`src/rtl/tmr16_pkg.sv`:
```
package tmr16_pkg;

   typedef enum logic [1:0] {
      ACT_HOLD   = 2'd0,
      ACT_TOGGLE = 2'd1,
      ACT_LOW    = 2'd2,
      ACT_HIGH   = 2'd3
   } wave_act_e;

   localparam int unsigned ADDR_W = 4;

   localparam logic [ADDR_W-1:0] RA_CTRL  = 4'h0;
   localparam logic [ADDR_W-1:0] RA_FORCE = 4'h1;
   localparam logic [ADDR_W-1:0] RA_CNTL  = 4'h2;
   localparam logic [ADDR_W-1:0] RA_CNTH  = 4'h3;
   localparam logic [ADDR_W-1:0] RA_CMPAL = 4'h4;
   localparam logic [ADDR_W-1:0] RA_CMPAH = 4'h5;
   localparam logic [ADDR_W-1:0] RA_CMPBL = 4'h6;
   localparam logic [ADDR_W-1:0] RA_CMPBH = 4'h7;
   localparam logic [ADDR_W-1:0] RA_FLAG  = 4'h8;

   function automatic logic next_wave(input wave_act_e act, input logic cur);
      case (act)
         ACT_TOGGLE: return ~cur;
         ACT_LOW:    return 1'b0;
         ACT_HIGH:   return 1'b1;
         default:    return cur;
      endcase
   endfunction

endpackage

```
`src/rtl/tmr16_regif.sv`:
```
module tmr16_regif
   import tmr16_pkg::*;
#(
   parameter int unsigned CNT_W = 16,
   parameter int unsigned BUS_W = 8
) (
   input  logic                 clk,
   input  logic                 rst_n,
   input  logic [ADDR_W-1:0]    bus_addr,
   input  logic                 bus_wr,
   input  logic                 bus_rd,
   input  logic [BUS_W-1:0]     bus_wdata,
   output logic [BUS_W-1:0]     bus_rdata,
   input  logic [CNT_W-1:0]     cnt_val,
   input  logic [2:0]           flag_vec,
   output logic                 mode_ctc,
   output logic                 mode_pwm,
   output logic                 src_ext,
   output wave_act_e            act_a,
   output wave_act_e            act_b,
   output logic [CNT_W-1:0]     cmp_a,
   output logic [CNT_W-1:0]     cmp_b,
   output logic                 cnt_wr,
   output logic [CNT_W-1:0]     cnt_wdata,
   output logic                 force_a,
   output logic                 force_b,
   output logic [2:0]           flag_clr
);

   localparam int unsigned HI_LSB = BUS_W;

   generate
      if (CNT_W != 2 * BUS_W) begin : g_bad_width
         $error("tmr16_regif: CNT_W must equal twice BUS_W");
      end
      if (BUS_W < 8) begin : g_bad_bus
         $error("tmr16_regif: BUS_W must be at least 8");
      end
   endgenerate

   logic [BUS_W-1:0] stage_q;
   logic [BUS_W-1:0] ctrl_q;
   logic [CNT_W-1:0] cmpa_q;
   logic [CNT_W-1:0] cmpb_q;
   logic [CNT_W-1:0] commit_val;

   assign commit_val = {stage_q, bus_wdata};

   always_ff @(posedge clk or negedge rst_n) begin
      if (!rst_n) begin
         stage_q <= '0;
         ctrl_q  <= '0;
         cmpa_q  <= '0;
         cmpb_q  <= '0;
      end else if (bus_wr) begin
         case (bus_addr)
            RA_CTRL:                    ctrl_q  <= bus_wdata;
            RA_CNTH, RA_CMPAH, RA_CMPBH: stage_q <= bus_wdata;
            RA_CMPAL:                   cmpa_q  <= commit_val;
            RA_CMPBL:                   cmpb_q  <= commit_val;
            default: ;
         endcase
      end else if (bus_rd) begin
         case (bus_addr)
            RA_CNTL:  stage_q <= cnt_val[CNT_W-1:HI_LSB];
            RA_CMPAL: stage_q <= cmpa_q[CNT_W-1:HI_LSB];
            RA_CMPBL: stage_q <= cmpb_q[CNT_W-1:HI_LSB];
            default: ;
         endcase
      end
   end

   always_comb begin
      mode_ctc  = ctrl_q[0];
      mode_pwm  = ctrl_q[1];
      src_ext   = ctrl_q[2];
      act_a     = wave_act_e'(ctrl_q[5:4]);
      act_b     = wave_act_e'(ctrl_q[7:6]);
      cmp_a     = cmpa_q;
      cmp_b     = cmpb_q;
      cnt_wr    = bus_wr && (bus_addr == RA_CNTL);
      cnt_wdata = commit_val;
      force_a   = bus_wr && (bus_addr == RA_FORCE) && bus_wdata[0] && !ctrl_q[1];
      force_b   = bus_wr && (bus_addr == RA_FORCE) && bus_wdata[1] && !ctrl_q[1];
      flag_clr  = (bus_wr && (bus_addr == RA_FLAG)) ? bus_wdata[2:0] : 3'b000;
   end

   always_comb begin
      bus_rdata = '0;
      case (bus_addr)
         RA_CTRL:                    bus_rdata = ctrl_q;
         RA_CNTL:                    bus_rdata = cnt_val[BUS_W-1:0];
         RA_CMPAL:                   bus_rdata = cmpa_q[BUS_W-1:0];
         RA_CMPBL:                   bus_rdata = cmpb_q[BUS_W-1:0];
         RA_CNTH, RA_CMPAH, RA_CMPBH: bus_rdata = stage_q;
         RA_FLAG:                    bus_rdata[2:0] = flag_vec;
         default:                    bus_rdata = '0;
      endcase
   end

endmodule

```
`src/rtl/tmr16_tick.sv`:
```
module tmr16_tick #(
   parameter int unsigned SYNC_STAGES = 2
) (
   input  logic clk,
   input  logic rst_n,
   input  logic use_ext,
   input  logic int_en,
   input  logic ext_pin,
   output logic tick
);

   logic pin_s;
   logic prev_q;

   generate
      if (SYNC_STAGES == 0) begin : g_nosync
         assign pin_s = ext_pin;
      end else if (SYNC_STAGES == 1) begin : g_sync1
         logic s_q;
         always_ff @(posedge clk or negedge rst_n) begin
            if (!rst_n) s_q <= 1'b0;
            else        s_q <= ext_pin;
         end
         assign pin_s = s_q;
      end else begin : g_syncn
         logic [SYNC_STAGES-1:0] s_q;
         always_ff @(posedge clk or negedge rst_n) begin
            if (!rst_n) s_q <= '0;
            else        s_q <= {s_q[SYNC_STAGES-2:0], ext_pin};
         end
         assign pin_s = s_q[SYNC_STAGES-1];
      end
   endgenerate

   always_ff @(posedge clk or negedge rst_n) begin
      if (!rst_n) prev_q <= 1'b0;
      else        prev_q <= pin_s;
   end

   assign tick = use_ext ? (pin_s && !prev_q) : int_en;

endmodule

```
`src/rtl/tmr16_core.sv`:
```
module tmr16_core #(
   parameter int unsigned CNT_W  = 16,
   parameter int unsigned NUM_CH = 2
) (
   input  logic                        clk,
   input  logic                        rst_n,
   input  logic                        tick,
   input  logic                        cnt_wr,
   input  logic [CNT_W-1:0]            cnt_wdata,
   input  logic                        mode_ctc,
   input  logic [NUM_CH-1:0][CNT_W-1:0] cmp,
   input  logic                        ovf_clr,
   output logic [CNT_W-1:0]            cnt_q,
   output logic [NUM_CH-1:0]           match,
   output logic                        ovf_flag
);

   generate
      if (NUM_CH < 1) begin : g_bad_ch
         $error("tmr16_core: NUM_CH must be at least 1");
      end
   endgenerate

   logic blk_q;
   logic live;
   logic top_hit;
   logic wrap;

   assign live    = tick && !cnt_wr && !blk_q;
   assign top_hit = mode_ctc && match[0];
   assign wrap    = tick && !cnt_wr && (cnt_q == {CNT_W{1'b1}});

   for (genvar g = 0; g < NUM_CH; g++) begin : g_cmp
      assign match[g] = live && (cnt_q == cmp[g]);
   end

   always_ff @(posedge clk or negedge rst_n) begin
      if (!rst_n) begin
         cnt_q <= '0;
         blk_q <= 1'b0;
      end else if (cnt_wr) begin
         cnt_q <= cnt_wdata;
         blk_q <= 1'b1;
      end else if (tick) begin
         blk_q <= 1'b0;
         cnt_q <= top_hit ? '0 : cnt_q + 1'b1;
      end
   end

   always_ff @(posedge clk or negedge rst_n) begin
      if (!rst_n)       ovf_flag <= 1'b0;
      else if (wrap)    ovf_flag <= 1'b1;
      else if (ovf_clr) ovf_flag <= 1'b0;
   end

endmodule

```
`src/rtl/tmr16_wave_ch.sv`:
```
module tmr16_wave_ch
   import tmr16_pkg::*;
(
   input  logic      clk,
   input  logic      rst_n,
   input  wave_act_e act,
   input  logic      match,
   input  logic      force_hit,
   input  logic      flag_clr,
   output logic      wave_q,
   output logic      flag_q
);

   always_ff @(posedge clk or negedge rst_n) begin
      if (!rst_n)                  wave_q <= 1'b0;
      else if (match || force_hit) wave_q <= next_wave(act, wave_q);
   end

   always_ff @(posedge clk or negedge rst_n) begin
      if (!rst_n)        flag_q <= 1'b0;
      else if (match)    flag_q <= 1'b1;
      else if (flag_clr) flag_q <= 1'b0;
   end

endmodule

```
`src/rtl/tmr16_cmp_unit.sv`:
```
module tmr16_cmp_unit
   import tmr16_pkg::*;
#(
   parameter int unsigned CNT_W       = 16,
   parameter int unsigned BUS_W       = 8,
   parameter int unsigned SYNC_STAGES = 2
) (
   input  logic              clk,
   input  logic              rst_n,
   input  logic              cnt_en,
   input  logic              ext_cnt_pin,
   input  logic [ADDR_W-1:0] bus_addr,
   input  logic              bus_wr,
   input  logic              bus_rd,
   input  logic [BUS_W-1:0]  bus_wdata,
   output logic [BUS_W-1:0]  bus_rdata,
   output logic              wave_a,
   output logic              wave_b,
   output logic              irq_a,
   output logic              irq_b,
   output logic              irq_ovf
);

   localparam int unsigned NUM_CH = 2;

   logic                         mode_ctc_w;
   logic                         mode_pwm_w;
   logic                         src_ext_w;
   wave_act_e                    act_w [NUM_CH];
   logic [NUM_CH-1:0][CNT_W-1:0] cmp_w;
   logic                         cnt_wr_w;
   logic [CNT_W-1:0]             cnt_wdata_w;
   logic [NUM_CH-1:0]            force_w;
   logic [2:0]                   flag_clr_w;
   logic                         tick_w;
   logic [CNT_W-1:0]             cnt_w;
   logic [NUM_CH-1:0]            match_w;
   logic [NUM_CH-1:0]            wave_w;
   logic [NUM_CH-1:0]            flag_w;
   logic                         ovf_w;

   tmr16_regif #(.CNT_W(CNT_W), .BUS_W(BUS_W)) u_regif (
      .clk       (clk),
      .rst_n     (rst_n),
      .bus_addr  (bus_addr),
      .bus_wr    (bus_wr),
      .bus_rd    (bus_rd),
      .bus_wdata (bus_wdata),
      .bus_rdata (bus_rdata),
      .cnt_val   (cnt_w),
      .flag_vec  ({ovf_w, flag_w[1], flag_w[0]}),
      .mode_ctc  (mode_ctc_w),
      .mode_pwm  (mode_pwm_w),
      .src_ext   (src_ext_w),
      .act_a     (act_w[0]),
      .act_b     (act_w[1]),
      .cmp_a     (cmp_w[0]),
      .cmp_b     (cmp_w[1]),
      .cnt_wr    (cnt_wr_w),
      .cnt_wdata (cnt_wdata_w),
      .force_a   (force_w[0]),
      .force_b   (force_w[1]),
      .flag_clr  (flag_clr_w)
   );

   tmr16_tick #(.SYNC_STAGES(SYNC_STAGES)) u_tick (
      .clk     (clk),
      .rst_n   (rst_n),
      .use_ext (src_ext_w),
      .int_en  (cnt_en),
      .ext_pin (ext_cnt_pin),
      .tick    (tick_w)
   );

   tmr16_core #(.CNT_W(CNT_W), .NUM_CH(NUM_CH)) u_core (
      .clk       (clk),
      .rst_n     (rst_n),
      .tick      (tick_w),
      .cnt_wr    (cnt_wr_w),
      .cnt_wdata (cnt_wdata_w),
      .mode_ctc  (mode_ctc_w),
      .cmp       (cmp_w),
      .ovf_clr   (flag_clr_w[2]),
      .cnt_q     (cnt_w),
      .match     (match_w),
      .ovf_flag  (ovf_w)
   );

   for (genvar c = 0; c < NUM_CH; c++) begin : g_ch
      tmr16_wave_ch u_ch (
         .clk       (clk),
         .rst_n     (rst_n),
         .act       (act_w[c]),
         .match     (match_w[c]),
         .force_hit (force_w[c]),
         .flag_clr  (flag_clr_w[c]),
         .wave_q    (wave_w[c]),
         .flag_q    (flag_w[c])
      );
   end

   assign wave_a  = wave_w[0];
   assign wave_b  = wave_w[1];
   assign irq_a   = flag_w[0];
   assign irq_b   = flag_w[1];
   assign irq_ovf = ovf_w;

endmodule

```
`config.mk`:
```
export PLATFORM = sky130hd
export DESIGN_NAME = tmr16_cmp_unit
export DESIGN_NICKNAME = d
export VERILOG_FILES = /design/src/rtl/tmr16_pkg.sv /design/src/rtl/tmr16_regif.sv /design/src/rtl/tmr16_tick.sv /design/src/rtl/tmr16_core.sv /design/src/rtl/tmr16_wave_ch.sv /design/src/rtl/tmr16_cmp_unit.sv
export SDC_FILE = /design/constraint.sdc
export NUM_CORES = 1
export LEC_CHECK = 0
export ABC_CLOCK_PERIOD_IN_PS = 5530
export CORE_ASPECT_RATIO = 1.5
export CORE_MARGIN = 1
export CORE_UTILIZATION = 45
export CTS_CLUSTER_SIZE = 16
export DETAILED_ROUTE_END_ITERATION = 8
export PLACE_DENSITY = 0.63
export SLEW_MARGIN = 20
export SYNTH_ARGS = -nofsm -noshare
export SYNTH_HDL_FRONTEND = slang
export SYNTH_HIERARCHICAL = 1
export SYNTH_SLANG_ARGS = --single-unit
```
`constraint.sdc`:
```
create_clock -name clk -period 5.53 [get_ports clk]
set_clock_uncertainty 0.1 [all_clocks]
set_input_delay 1.3825 -clock clk [delete_from_list [all_inputs] [get_ports clk]]
set_output_delay 1.3825 -clock clk [all_outputs]
set_load 0.01 [all_outputs]
```
==> results of run 1 <==
## worst paths after layout
kind	from	endpoint
setup / recovery	bus_addr[3]	bus_rdata[7]
hold / removal	u_tick/g_syncn.s_q[0]	u_tick/g_syncn.s_q[1]
setup reg to reg	u_core/cnt_q[1]	g_ch[0].u_ch/wave_q
hold reg to reg	u_tick/g_syncn.s_q[0]	u_tick/g_syncn.s_q[1]
max in group asynchronous	rst_n	u_regif/cmp_b[1]
min in group asynchronous	rst_n	u_regif/cmp_b[3]
## synthesized netlist by cell type (2+ instances only)
cell type / number
buf_2: 11
and3_1: 2
o221ai_2: 2
nor3b_1: 13
nand4_1: 8
and2_1: 6
dfrtp_1: 73
nor4b_1: 2
o21a_1: 4
a221oi_1: 3
buf_4: 16
nor4_1: 5
o21ai_1: 4
a21o_2: 2
nor3_1: 2
nand3_1: 15
xnor2_1: 25
a21oi_1: 23
mux2i_1: 13
o311a_1: 3
mux2_2: 40
o21ai_2: 10
nor2_1: 16
clkbuf_1: 10
nand2_1: 22
inv_1: 14
xor2_1: 21
nand3_2: 2
o21ai_0: 19
a22o_1: 4
nand2b_1: 4
a22oi_1: 8
## routing by layer
layer,vias up,track usage (%),share of wire [%]
li1,1529,-,-
met1,1670,29.45,41
met2,73,41.50,50
met3,34,3.338,3.8
met4,0,16.59,5.3
met5,-,0,0
## state kept, by name (all words and copies together), names as in the netlist
signal	flops
g_ch.u_ch/flag_q	2
g_ch.u_ch/wave_q	2
u_core/blk_q	1
u_core/cnt_q	16
u_core/ovf_flag	1
u_regif/cmp_a	16
u_regif/cmp_b	16
u_regif/ctrl_q	8
u_regif/stage_q	8
u_tick/g_syncn.s_q	2
u_tick/prev_q	1
## through the flow
stage / cells / worst slack, ns / utilization [%] / total power [uW]
2_1_floorplan: 428 / 1.522 / - / 1422
5_1_grt: 554 / 0.2295 / 52.72 / 2314
4_1_cts: 554 / 0.3662 / 52.72 / 2201
3_3_place_gp: 538 / 0.4024 / 49.63 / 1607
6_report: 554 / 0.3587 / 52.72 / 2186
3_5_place_dp: 538 / 0.3749 / 49.63 / 1620
## final cells by class
cell class | instances | area, sq um | area share [%]
sequential | 73 | 1827 | 36.80
clock buffer | 13 | 250.2 | 5.042
multi-input combinational | 300 | 2288 | 46.11
timing repair buffer | 39 | 365.4 | 7.361
tap | 112 | 140.1 | 2.823
clock inverter | 3 | 40.04 | 0.8067
inverter | 14 | 52.55 | 1.059
## logic make-up (layout without fill, tap and decap cells)
family	Yosys count	after routing	synth area share, %
flip-flops	73	73	41.36
AND/OR/NAND/NOR	111	111	15.16
XOR/XNOR	46	46	9.122
buffers and inverters	55	69	6.969
adder cells (fa/ha/maj)	1	1	0.2832
AO/OA/AOI/OAI	89	89	13.97
multiplexers	53	53	13.14
## power by group
part           leakage, uW  switching (uW)  internal (uW)
clock             0.000144             214            360
combinational     0.000996             314            352
sequential        0.000931             253            692
==> impl_metrics.ini, run 1 <==
[run_status]
status = complete, no violations

[power_and_ir_drop]
p_per_area_nw_per_um2 = 440.4
irDropWorstVdd_mv = 0.2388
p_leak_uw = 0.002070

[sta]
post-route-period-util_pct = 93.51
relSlewSlack_pct = 32.32
fmax_ghz = 0.1934
maxSlewViolCount = 0
final_hold_viol_count = 0
fin_tns_setup_ns = 0
fin_crit_ns = 5.171
hold_ws_ns = 0.2498
setup_viol = 0
rsz0062_at_grt = false
worst_pin_slew_ns = 1.013

[cells_and_area]
final_cell_mix = dfrtp_1, mux2_2, clkdlybuf4s50_1, xnor2_1, a21oi_1
final_common_cell = dfrtp_1
nets = 456
nFillCells = 846
postLayoutCellArea_sq_um = 4964
diodes = 0
area_growth_pct = 12.38
drive_gt1_share_pct = 20.59

[global_route]
grt_pass1_vias = 3375
grt_max_degree = 74
grt_usage_pct = 24.62
grt-ovfl-total = 0
grt_pass1_wl_um = 18620
antenna_found_initial = 0

[synth]
yosysTopAreaCell = dfrtp_1
synth-edff-count = 0
synth_ff_type = dfrtp_1
async_flop_share_pct = 100.0
synth_cell_types = 58
syn_avg_cell_area_sq_um = 10.32
syn_area_sq_um = 4417
netlist_top_cells_area = dfrtp_1, mux2_2, xnor2_1, xor2_1, mux2i_1
yosys_warnings = 6
synth_seq_cells = 73
synth_nets = 447
synth_seq_area_share_pct = 41.36
synth_top_area_share_pct = 41.36
synthCells = 428

[setup_path]
worstPathCellList = clkdlybuf4s50_1 -> or3b_2 -> nor2_1 -> a21oi_1 -> o21ai_0 -> clkdlybuf4s50_1
path_class = input port to primary output
cp-start-kind = input port
r2r_cells = 8
worst-path-buf-inv = 2
critPathMaxFanout = 16
cp_slowest_stage_delay_ns = 0.77
r2r_setup_slack_ns = 2.68
cp.depth = 6
crit_family = buffers and inverters
cp_common_cell = clkdlybuf4s50_1
crit_required_ns = 4.05
cp.arrival_ns = 3.69
end_kind = primary output
slowest_stage = or3b_2

[cts]
clk_pin_slew_ns = 0.05
numCtsBuffers = 9
clk_latency_ns = 0.33
h-tree-depth = 3
cts_num_sinks = 73
clockBufferDepth = 2
ctsResizeCount = 0
post_cts_buffers = 0
cts_root_buf = clkbuf_16
cts_tree = yes
postCtsHoldBufs = 0

[floorplan]
initial_utilization_pct = 46.91
die-area_sq_um = 10220
dieWidth_um = 82.89
die_y_um = 123.3
rows = 43
core_sq_um = 9415
io_pins = 31

[route]
drt_iter0_markers = 216
wl_um = 11800
vias_per_cell = 5.968
drc_errors = 0
vias = 3306
drt_pass1_iterations = 6
ant_nets = 0
routedWlPerCell_um = 21.30

[hold_path]
holdPathStages = 0
min_path_type = flop to flop

[placed_design]
portBuffers = 30
dp_hpwl_um = 8122
place.gp.congestion = 0.8593
dpl_cell_area_sq_um = 4673

[run]
cap_violations = 0
Note: power is estimated with default switching activity, not from simulation.
==> run 2: changes to the inputs <==
Settings changed: CAP_MARGIN from default to 0, CORE_UTILIZATION 45 to 50, CTS_BUF_LIST from default to sky130_fd_sc_hd__clkbuf_4, PLACE_DENSITY 0.63 to 0.69.
==> impl_metrics.ini, run 2 (same netlist as run 1, synthesis figures left out) <==
[setup_path]
cp-start-kind = input port
crit_required_ns = 4.05
critPathMaxFanout = 16
crit_path_start = bus_addr[2]
r2r_setup_slack_ns = 3.18
path_class = input port to primary output
r2r_start = u_core/cnt_q[12]
end_kind = primary output
cp.arrival_ns = 3.59
r2r_cells = 7
r2r_end = g_ch[1].u_ch/wave_q

[route]
ant_nets = 0
drc_errors = 0
drt_iter0_markers = 370
drt_pass1_iterations = 5
vias = 3424
routedWlPerCell_um = 21.33
vias_per_cell = 6.214
wl_um = 11750

[floorplan]
rows = 41
io_pins = 31
dieWidth_um = 78.74
initial_utilization_pct = 51.87
die-area_sq_um = 9221
die_y_um = 117.1
core_sq_um = 8516

[cells_and_area]
drive_gt1_share_pct = 21.44
area_growth_pct = 8.782
final_common_cell = dfrtp_1
final_cell_mix = dfrtp_1, mux2_2, clkdlybuf4s50_1, xnor2_1, a21oi_1
nets = 457
postLayoutCellArea_sq_um = 4805
nFillCells = 797

[power_and_ir_drop]
irDropWorstVdd_mv = 0.2223
p_leak_uw = 0.002002
p_per_area_nw_per_um2 = 395.5

[sta]
setup_viol = 0
fin_tns_setup_ns = 0
worst_pin_slew_ns = 0.9345
final_hold_viol_count = 0
post-route-period-util_pct = 91.70
maxSlewViolCount = 0
fmax_ghz = 0.1972
relSlewSlack_pct = 37.70
fin_crit_ns = 5.071
rsz0062_at_grt = false

[cts]
cts_root_buf = clkbuf_4
cts_num_sinks = 73
postCtsHoldBufs = 0
numCtsBuffers = 9
clk_pin_slew_ns = 0.11
clk_latency_ns = 0.44
ctsResizeCount = 0
h-tree-depth = 3
cts_tree = yes
clockBufferDepth = 2
post_cts_buffers = 0

[run_status]
status = complete, no violations

[global_route]
grt_pass1_vias = 3394
grt-ovfl-total = 0
antenna_found_initial = 1
grt_usage_pct = 28.20
grt_pass1_wl_um = 18800
grt_max_degree = 74

[placed_design]
dpl_cell_area_sq_um = 4687
dp_hpwl_um = 8089
place.gp.congestion = 0.9098
portBuffers = 30

[hold_path]
hp-start = u_tick/g_syncn.s_q[0]
min_to = u_tick/g_syncn.s_q[1]
holdPathStages = 0
min_path_type = flop to flop

[run]
cap_violations = 0
[run 2: cell types whose count changed in the layout (fill, tap and decap cells not counted), sizes merged]
cell	change
clkinv	+3
buf	+1
bufinv	-1
clkbuf	-3
diode	+1
clkinvlp	+1
[run 2: worst max-delay path, cell delays in order]
cell,delay [ns]
clkdlybuf4s50_1,0.62
or3b_2,0.70
nor2_1,0.17
a21oi_1,0.05
o21ai_0,0.09
clkdlybuf4s50_1,0.57
[run 2: layout make-up]
type	instances	area, sq um	area share, %
Multi-Input combinational cell	300	2293	47.73
Sequential cell	73	1827	38.02
Timing Repair Buffer	40	385.4	8.021
Tap cell	107	133.9	2.786
Clock buffer	10	75.07	1.562
Inverter	14	52.55	1.094
Clock inverter	6	35.03	0.7292
Antenna cell	1	2.502	0.05208
[run 2: worst max-delay path by stage]
stage	to	slack, ns
global route	bus_rdata[7]	0.34
detailed placement	bus_rdata[7]	0.49
finish	bus_rdata[7]	0.46
global placement	bus_rdata[7]	0.49
floorplan	bus_rdata[0]	1.52
CTS	bus_rdata[7]	0.47
[run 2: routing by layer]
layer  GRT usage [%]  part of all wire [%]
met1           33.77                    40
met2           46.14                    49
met3           4.806                   4.6
met4           19.75                   6.4
met5               0                     0
[run 2: through the flow]
step                power [uW]  hold WS [ns]  std cells  util (%)  setup slack [ns]
CTS                       1902        0.2649        550     56.33            0.4688
finish                    1900        0.2660        551     56.42            0.4587
global placement          1598        0.2345        534     55.04            0.4925
global route              2023        0.2758        551     56.42            0.3406
detailed placement        1614        0.2365        534     55.04            0.4855
floorplan                 1422        0.2312        428         -             1.522
[run 2: power by group]
part,switching (uW),internal [uW]
clock network,191,94.3
logic,320,354
registers,252,689
==> run 3: changes to the inputs <==
Settings changed: CTS_CLUSTER_DIAMETER from default to 40.
==> results of run 3 <==
Final layout, timing and power as in run 2 (identical DEF).
